[src/rtl/regfile_pkg.sv]
package regfile_pkg;
  typedef enum logic [1:0] {
    VIEW_FULL = 2'b00,
    VIEW_HALF = 2'b01,
    VIEW_LOB  = 2'b10,
    VIEW_HIB  = 2'b11
  } view_e;

  function automatic logic is_byte_view(input logic [1:0] v);
    return v[1];
  endfunction
endpackage

[src/rtl/rst_sync.sv]
module rst_sync (
  input  logic clk,
  input  logic rst_n,
  output logic rst_int_n
);
  logic [1:0] sync_q;

  always_ff @(posedge clk or negedge rst_n) begin
    if (!rst_n) sync_q <= 2'b00;
    else        sync_q <= {sync_q[0], 1'b1};
  end

  assign rst_int_n = sync_q[1];
endmodule

[src/rtl/slice_merge.sv]
module slice_merge #(
  parameter int DATA_W = 32
) (
  input  logic [DATA_W-1:0] old_val,
  input  logic [DATA_W-1:0] new_val,
  input  logic [1:0]        view,
  output logic [DATA_W-1:0] merged
);
  import regfile_pkg::*;
  localparam int HALF_W = DATA_W / 2;
  localparam int BYTE_W = 8;

  always_comb begin
    merged = old_val;
    unique case (view)
      VIEW_FULL: merged = new_val;
      VIEW_HALF: merged[HALF_W-1:0] = new_val[HALF_W-1:0];
      VIEW_LOB:  merged[BYTE_W-1:0] = new_val[BYTE_W-1:0];
      VIEW_HIB:  merged[2*BYTE_W-1:BYTE_W] = new_val[BYTE_W-1:0];
      default:   merged = old_val;
    endcase
  end
endmodule

[src/rtl/view_extract.sv]
module view_extract #(
  parameter int DATA_W    = 32,
  parameter int NUM_REGS  = 8,
  parameter int BYTE_REGS = 4
) (
  input  logic [NUM_REGS-1:0][DATA_W-1:0] regs,
  input  logic [$clog2(NUM_REGS)-1:0]     idx,
  input  logic [1:0]                      view,
  output logic [DATA_W-1:0]               data
);
  import regfile_pkg::*;
  localparam int HALF_W = DATA_W / 2;
  localparam int BYTE_W = 8;

  logic [DATA_W-1:0] word;
  logic              byte_ok;

  assign word    = regs[idx];
  assign byte_ok = (int'(idx) < BYTE_REGS);

  always_comb begin
    data = '0;
    unique case (view)
      VIEW_FULL: data = word;
      VIEW_HALF: data[HALF_W-1:0] = word[HALF_W-1:0];
      VIEW_LOB:  if (byte_ok) data[BYTE_W-1:0] = word[BYTE_W-1:0];
      VIEW_HIB:  if (byte_ok) data[BYTE_W-1:0] = word[2*BYTE_W-1:BYTE_W];
      default:   data = '0;
    endcase
  end

  // a narrow view never returns bits above the lower half
  always_comb begin
    if (view != VIEW_FULL)
      assert_narrow_zero_ext_R7: assert (data[DATA_W-1:HALF_W] == '0);
  end
endmodule

[src/rtl/reg_store.sv]
module reg_store #(
  parameter int DATA_W    = 32,
  parameter int NUM_REGS  = 8,
  parameter int BYTE_REGS = 4
) (
  input  logic                            clk,
  input  logic                            rst_int_n,
  input  logic                            wr_en,
  input  logic [$clog2(NUM_REGS)-1:0]     wr_idx,
  input  logic [1:0]                      wr_view,
  input  logic [DATA_W-1:0]               wr_data,
  input  logic                            wr_reject,
  output logic [NUM_REGS-1:0][DATA_W-1:0] regs_q
);
  import regfile_pkg::*;
  localparam int HALF_W = DATA_W / 2;
  localparam int BYTE_W = 8;

  logic              wr_ok;
  logic [DATA_W-1:0] merged;
  logic [NUM_REGS-1:0] we_vec;

  assign wr_ok = wr_en && !wr_reject;

  slice_merge #(.DATA_W(DATA_W)) u_merge (
    .old_val (regs_q[wr_idx]),
    .new_val (wr_data),
    .view    (wr_view),
    .merged  (merged)
  );

  always_comb begin
    we_vec = '0;
    if (wr_ok) we_vec[wr_idx] = 1'b1;
  end

  for (genvar i = 0; i < NUM_REGS; i++) begin : g_slot
    always_ff @(posedge clk or negedge rst_int_n) begin
      if (!rst_int_n)     regs_q[i] <= '0;
      else if (we_vec[i]) regs_q[i] <= merged;
    end

    assert_untouched_slot_R6: assert property (@(posedge clk) disable iff (!rst_int_n)
      !(wr_en && !wr_reject && int'(wr_idx) == i) |=> $stable(regs_q[i]));

    assert_full_write_R2: assert property (@(posedge clk) disable iff (!rst_int_n)
      (wr_en && !wr_reject && int'(wr_idx) == i && wr_view == VIEW_FULL)
      |=> regs_q[i] == $past(wr_data));

    assert_half_merge_R3: assert property (@(posedge clk) disable iff (!rst_int_n)
      (wr_en && !wr_reject && int'(wr_idx) == i && wr_view == VIEW_HALF)
      |=> (regs_q[i][DATA_W-1:HALF_W] == $past(regs_q[i][DATA_W-1:HALF_W]))
       && (regs_q[i][HALF_W-1:0] == $past(wr_data[HALF_W-1:0])));

    assert_high_byte_merge_R5: assert property (@(posedge clk) disable iff (!rst_int_n)
      (wr_en && !wr_reject && int'(wr_idx) == i && wr_view == VIEW_HIB)
      |=> (regs_q[i][2*BYTE_W-1:BYTE_W] == $past(wr_data[BYTE_W-1:0]))
       && (regs_q[i][BYTE_W-1:0] == $past(regs_q[i][BYTE_W-1:0]))
       && (regs_q[i][DATA_W-1:HALF_W] == $past(regs_q[i][DATA_W-1:HALF_W])));
  end
endmodule

[src/rtl/alias_regfile.sv]
module alias_regfile #(
  parameter int DATA_W    = 32,
  parameter int NUM_REGS  = 8,
  parameter int BYTE_REGS = 4,
  localparam int IDX_W    = $clog2(NUM_REGS),
  localparam int NUM_RD   = 2
) (
  input  logic              clk,
  input  logic              rst_n,
  input  logic              wr_en,
  input  logic [IDX_W-1:0]  wr_idx,
  input  logic [1:0]        wr_view,
  input  logic [DATA_W-1:0] wr_data,
  output logic              wr_reject,
  input  logic [IDX_W-1:0]  rd_idx_a,
  input  logic [1:0]        rd_view_a,
  output logic [DATA_W-1:0] rd_data_a,
  input  logic [IDX_W-1:0]  rd_idx_b,
  input  logic [1:0]        rd_view_b,
  output logic [DATA_W-1:0] rd_data_b
);
  import regfile_pkg::*;

  logic                            rst_int_n;
  logic [NUM_REGS-1:0][DATA_W-1:0] regs_q;
  logic [NUM_RD-1:0][IDX_W-1:0]    rd_idx;
  logic [NUM_RD-1:0][1:0]          rd_view;
  logic [NUM_RD-1:0][DATA_W-1:0]   rd_data;

  rst_sync u_rst (
    .clk       (clk),
    .rst_n     (rst_n),
    .rst_int_n (rst_int_n)
  );

  assign wr_reject = wr_en && is_byte_view(wr_view) && (int'(wr_idx) >= BYTE_REGS);

  reg_store #(.DATA_W(DATA_W), .NUM_REGS(NUM_REGS), .BYTE_REGS(BYTE_REGS)) u_store (
    .clk       (clk),
    .rst_int_n (rst_int_n),
    .wr_en     (wr_en),
    .wr_idx    (wr_idx),
    .wr_view   (wr_view),
    .wr_data   (wr_data),
    .wr_reject (wr_reject),
    .regs_q    (regs_q)
  );

  assign rd_idx  = {rd_idx_b, rd_idx_a};
  assign rd_view = {rd_view_b, rd_view_a};

  for (genvar p = 0; p < NUM_RD; p++) begin : g_rd
    view_extract #(.DATA_W(DATA_W), .NUM_REGS(NUM_REGS), .BYTE_REGS(BYTE_REGS)) u_view (
      .regs (regs_q),
      .idx  (rd_idx[p]),
      .view (rd_view[p]),
      .data (rd_data[p])
    );
  end

  assign rd_data_a = rd_data[0];
  assign rd_data_b = rd_data[1];

  // a rejected write never coincides with a change of any slot
  assert_reject_holds_state_R6: assert property (@(posedge clk) disable iff (!rst_int_n)
    wr_reject |=> $stable(regs_q));

  // registers stay cleared while the synchronised reset is active
  always_comb begin
    if (!rst_int_n)
      assert_reset_clear_R1: assert (regs_q == '0);
  end
endmodule

[config.mk]
export PLATFORM = sky130hd
export DESIGN_NAME = alias_regfile
export DESIGN_NICKNAME = d
export VERILOG_FILES = /design/src/rtl/regfile_pkg.sv /design/src/rtl/rst_sync.sv /design/src/rtl/slice_merge.sv /design/src/rtl/view_extract.sv /design/src/rtl/reg_store.sv /design/src/rtl/alias_regfile.sv
export SDC_FILE = /design/constraint.sdc
export NUM_CORES = 1
export LEC_CHECK = 0
export BUFFER_PORTS_ARGS = -buffer_cell sky130_fd_sc_hd__buf_2
export CORE_MARGIN = 4
export CORE_UTILIZATION = 32
export DETAILED_ROUTE_END_ITERATION = 8
export PLACE_DENSITY_LB_ADDON = 0.2
export SETUP_SLACK_MARGIN = 0.05
export SKIP_CTS_REPAIR_TIMING = 1
export SLEW_MARGIN = 30
export SYNTH_ARGS = -nofsm -noshare
export SYNTH_HDL_FRONTEND = slang
export SYNTH_SLANG_ARGS = --single-unit
[constraint.sdc]
create_clock -name clk -period 11.44 [get_ports clk]
set_clock_uncertainty 0.1 [all_clocks]
set_input_delay 0.572 -clock clk [delete_from_list [all_inputs] [get_ports clk]]
set_output_delay 0.572 -clock clk [all_outputs]
set_load 0.1 [all_outputs]
==> flow_summary_export.csv <==
group,metric,value,unit
run_status,status,"finished clean",
drt,viasPerCell,5.51,
pwr,sw_frac_of_total,0.361,
synthesis,synth_edf_count,0,
timing,setup_viol,0,
drt,dr_total_vias,12000,
clock_tree,clkSinkCount,258,
clock_tree,path_clk_slew,0.06,ns
global_routing,grt_overflow,0,
global_routing,grt_pass1_wl,79100,um
synthesis,syn_avg_cell_area,11.0,sq um
placement,place_ws,7.47,ns
setup_path,crit_path_start_kind,"primary input",
pwr,power.switching,0.00124,W
setup_path,worst-path-max-fanout,33,
drt,postRouteWirelength,51200,um
pwr,comb_power_share,0.303,
timing,tns,0,ns
pwr,clkPwrFrac,0.312,
clock_tree,cts_tree,"yes",
synthesis,synth.distinct_cells,36,
flow_run,drv_cap,0,
global_routing,antenna_found_initial,1,
synthesis,syn_inst,1435,
placement,place_congestion,0.816,
synthesis,synthMuxAreaShare,0.329,
pwr,p_int,0.00219,W
finish,mostFrequentLayoutCell,"nand2_1",
pwr,power_density,190,mW/mm^2
setup_path,crit_buf_inv,3,
synthesis,ys.flop_type,"dfrtp_1",
finish,final_cell_mix,"nand2_1 (273), dfrtp_1 (257), mux4_2 (160), o21ai_0 (147), buf_2 (109)",
timing,hold_viol_final,0,
floorplanning,start_util,0.323,
drt,wl_per_cell,23.5,um
clock_tree,h-tree-depth,2,
setup_path,path_class,"in -> out",
floorplanning,num_rows,81,
synthesis,async_flop_share,1.00,
global_routing,grtUsageTotal,0.194,
drt,drtPass1Iterations,5,
floorplanning,die_h,230,um
setup_path,path_cells,"buf_4, buf_4, mux4_2, mux2i_1, nor2_1, buf_2",
pwr,p_leak,7.68,nW
synthesis,synth_seq_cells,258,
setup_path,cp.arrival,3.22,ns
synthesis,syn_area,0.0158,sq mm
synthesis,synth_top_family_by_area,"multiplexers",
timing,maxSlewViolCount,0,
synthesis,syn-num-nets,1485,
placement,dpl_cell_area,0.0169,sq mm
timing,rsz0062_at_grt,"false",
finish,fin_nets,1539,
setup_path,cp_common_cell,"buf_4",
floorplanning,core_area,0.0490,sq mm
synthesis,synth_adder_area_share,0,
pwr,pwr-share-seq,0.385,
setup_path,crit_path_end_kind,"primary output",
finish,final_area,0.0181,sq mm
setup_path,reg2regPathDepth,4,
drt,ant_nets,0,
synthesis,synth_xor_xnor_area_share,0,
clock_tree,cts_buffers,34,
setup_path,critical_path_depth,6,
setup_path,crit_family,"buffers and inverters",
setup_path,max_stage_delay,0.69,ns
clock_tree,clockBufferDepth,3,
drt,route.detailed.drc,0,
clock_tree,cts-root-buf,"clkbuf_16",
drt,drtIter0Drc,933,
timing,tightest_slew,0.956,ns
global_routing,grt_pass1_vias,12300,
finish,fin_util,0.369,
timing,post-route-period-util,0.340,
timing,layout_setup_ws,7.55,ns
floorplanning,ioPinCount,115,
floorplanning,die_area,0.0531,sq mm
placement,dpl.hpwl,31800,um
synthesis,synth-simple-area-share,0.104,
synthesis,yosys_warnings,0,
timing,fmaxAchievable,257,MHz
setup_path,slowest_stage,"buf_4",
finish,drive_gt1_frac,0.263,
setup_path,required,10.77,ns
pwr,peakVddDrop,0.0879,mV
timing,slew_headroom,0.363,
min_path,hold_path_class,"reg -> async",
floorplanning,dieWidth,230,um
placement,dp_cells,2116,
finish,diodes,0,
placement,io_buffer_count,114,
synthesis,yosysSeqAreaShare,0.408,
finish,fin_cells,2178,
clock_tree,clock_latency,0.56,ns
finish,area_growth,14.2,%
synthesis,synth_compound_area_frac,0.124,
global_routing,grt_max_degree,75,
timing,layout_min_cycle_time,3.89,ns
[cell families after synthesis]
kind of cell,Yosys count
and+or+nand+nor,402
buffers and inverters,123
AOI/OAI and AO/OA,348
DFF,258
muxes,303
other,1
[cell usage after synthesis (all sizes together) (3+ instances only)]
master,number,area share
nand2,274,0.065
dfrtp,258,0.41
o21ai,223,0.071
mux4,160,0.23
mux2i,123,0.087
nor2,87,0.021
clkbuf,78,0.019
a22oi,45,0.021
buf,45,0.016
a31oi,32,0.013
o21a,28,0.013
mux2,20,0.014
a21oi,19,0.0060
nor2b,12,0.0047
nand3,9,0.0028
and3b,3,0.0017
or2,3,0.0012
[final timing paths]
path                                  endpoint                 from  slack [ns]
max in group asynchronous   u_store.regs_q[49]      u_rst.sync_q[1]        9.87
min reg2reg                u_store.regs_q[235]      u_rst.sync_q[1]        0.21
max                              rd_data_b[14]          rd_idx_b[0]        7.55
min in group clk               u_rst.sync_q[1]      u_rst.sync_q[0]        0.25
max reg2reg                 u_store.regs_q[17]  u_store.regs_q[177]        9.45
min                        u_store.regs_q[235]      u_rst.sync_q[1]        0.21
[power groups by stage]
| stage | sequential, W | clock (W) | combinational (W) |
|---|---|---|---|
| finish | 0.00132 | 0.00107 | 0.00104 |
| global route | 0.00136 | 0.00114 | 0.00113 |
| CTS | 0.00132 | 0.00110 | 0.00105 |
| detailed placement | 0.00133 | 0 | 0.00105 |
| global placement | 0.00133 | 0 | 0.00103 |
| floorplan | 0.00127 | 0 | 0.000845 |
[area by class of cell]
type,count,area [sq um]
Clock buffer,56,1030
Clock inverter,5,76.3
Fill cell,4869,30900
Multi-Input combinational cell,1054,8850
Sequential cell,258,6460
Tap cell,664,831
Timing Repair Buffer,141,822
[per-stage QoR]
step / total power [W] / hold slack (ns)
after floorplan: 0.00212 / 0.176
after global placement: 0.00236 / 0.236
after detailed placement: 0.00238 / 0.237
after CTS: 0.00347 / -0.310
after global routing: 0.00363 / 0.255
final: 0.00344 / 0.207
[state kept, by name, summed over array words and instances (netlist names)]
name / count
u_rst.sync_q: 2
u_store.regs_q: 256
[layer usage]
layer  vias to the layer above  GRT usage  share of wire
met2                       374      0.313           0.47
met5                         -          0              0
met4                         0     0.0543          0.026
li1                       5466          -              -
met1                      6075      0.270           0.44
met3                        79     0.0352          0.060
Note: power is estimated with default switching activity, not from simulation.
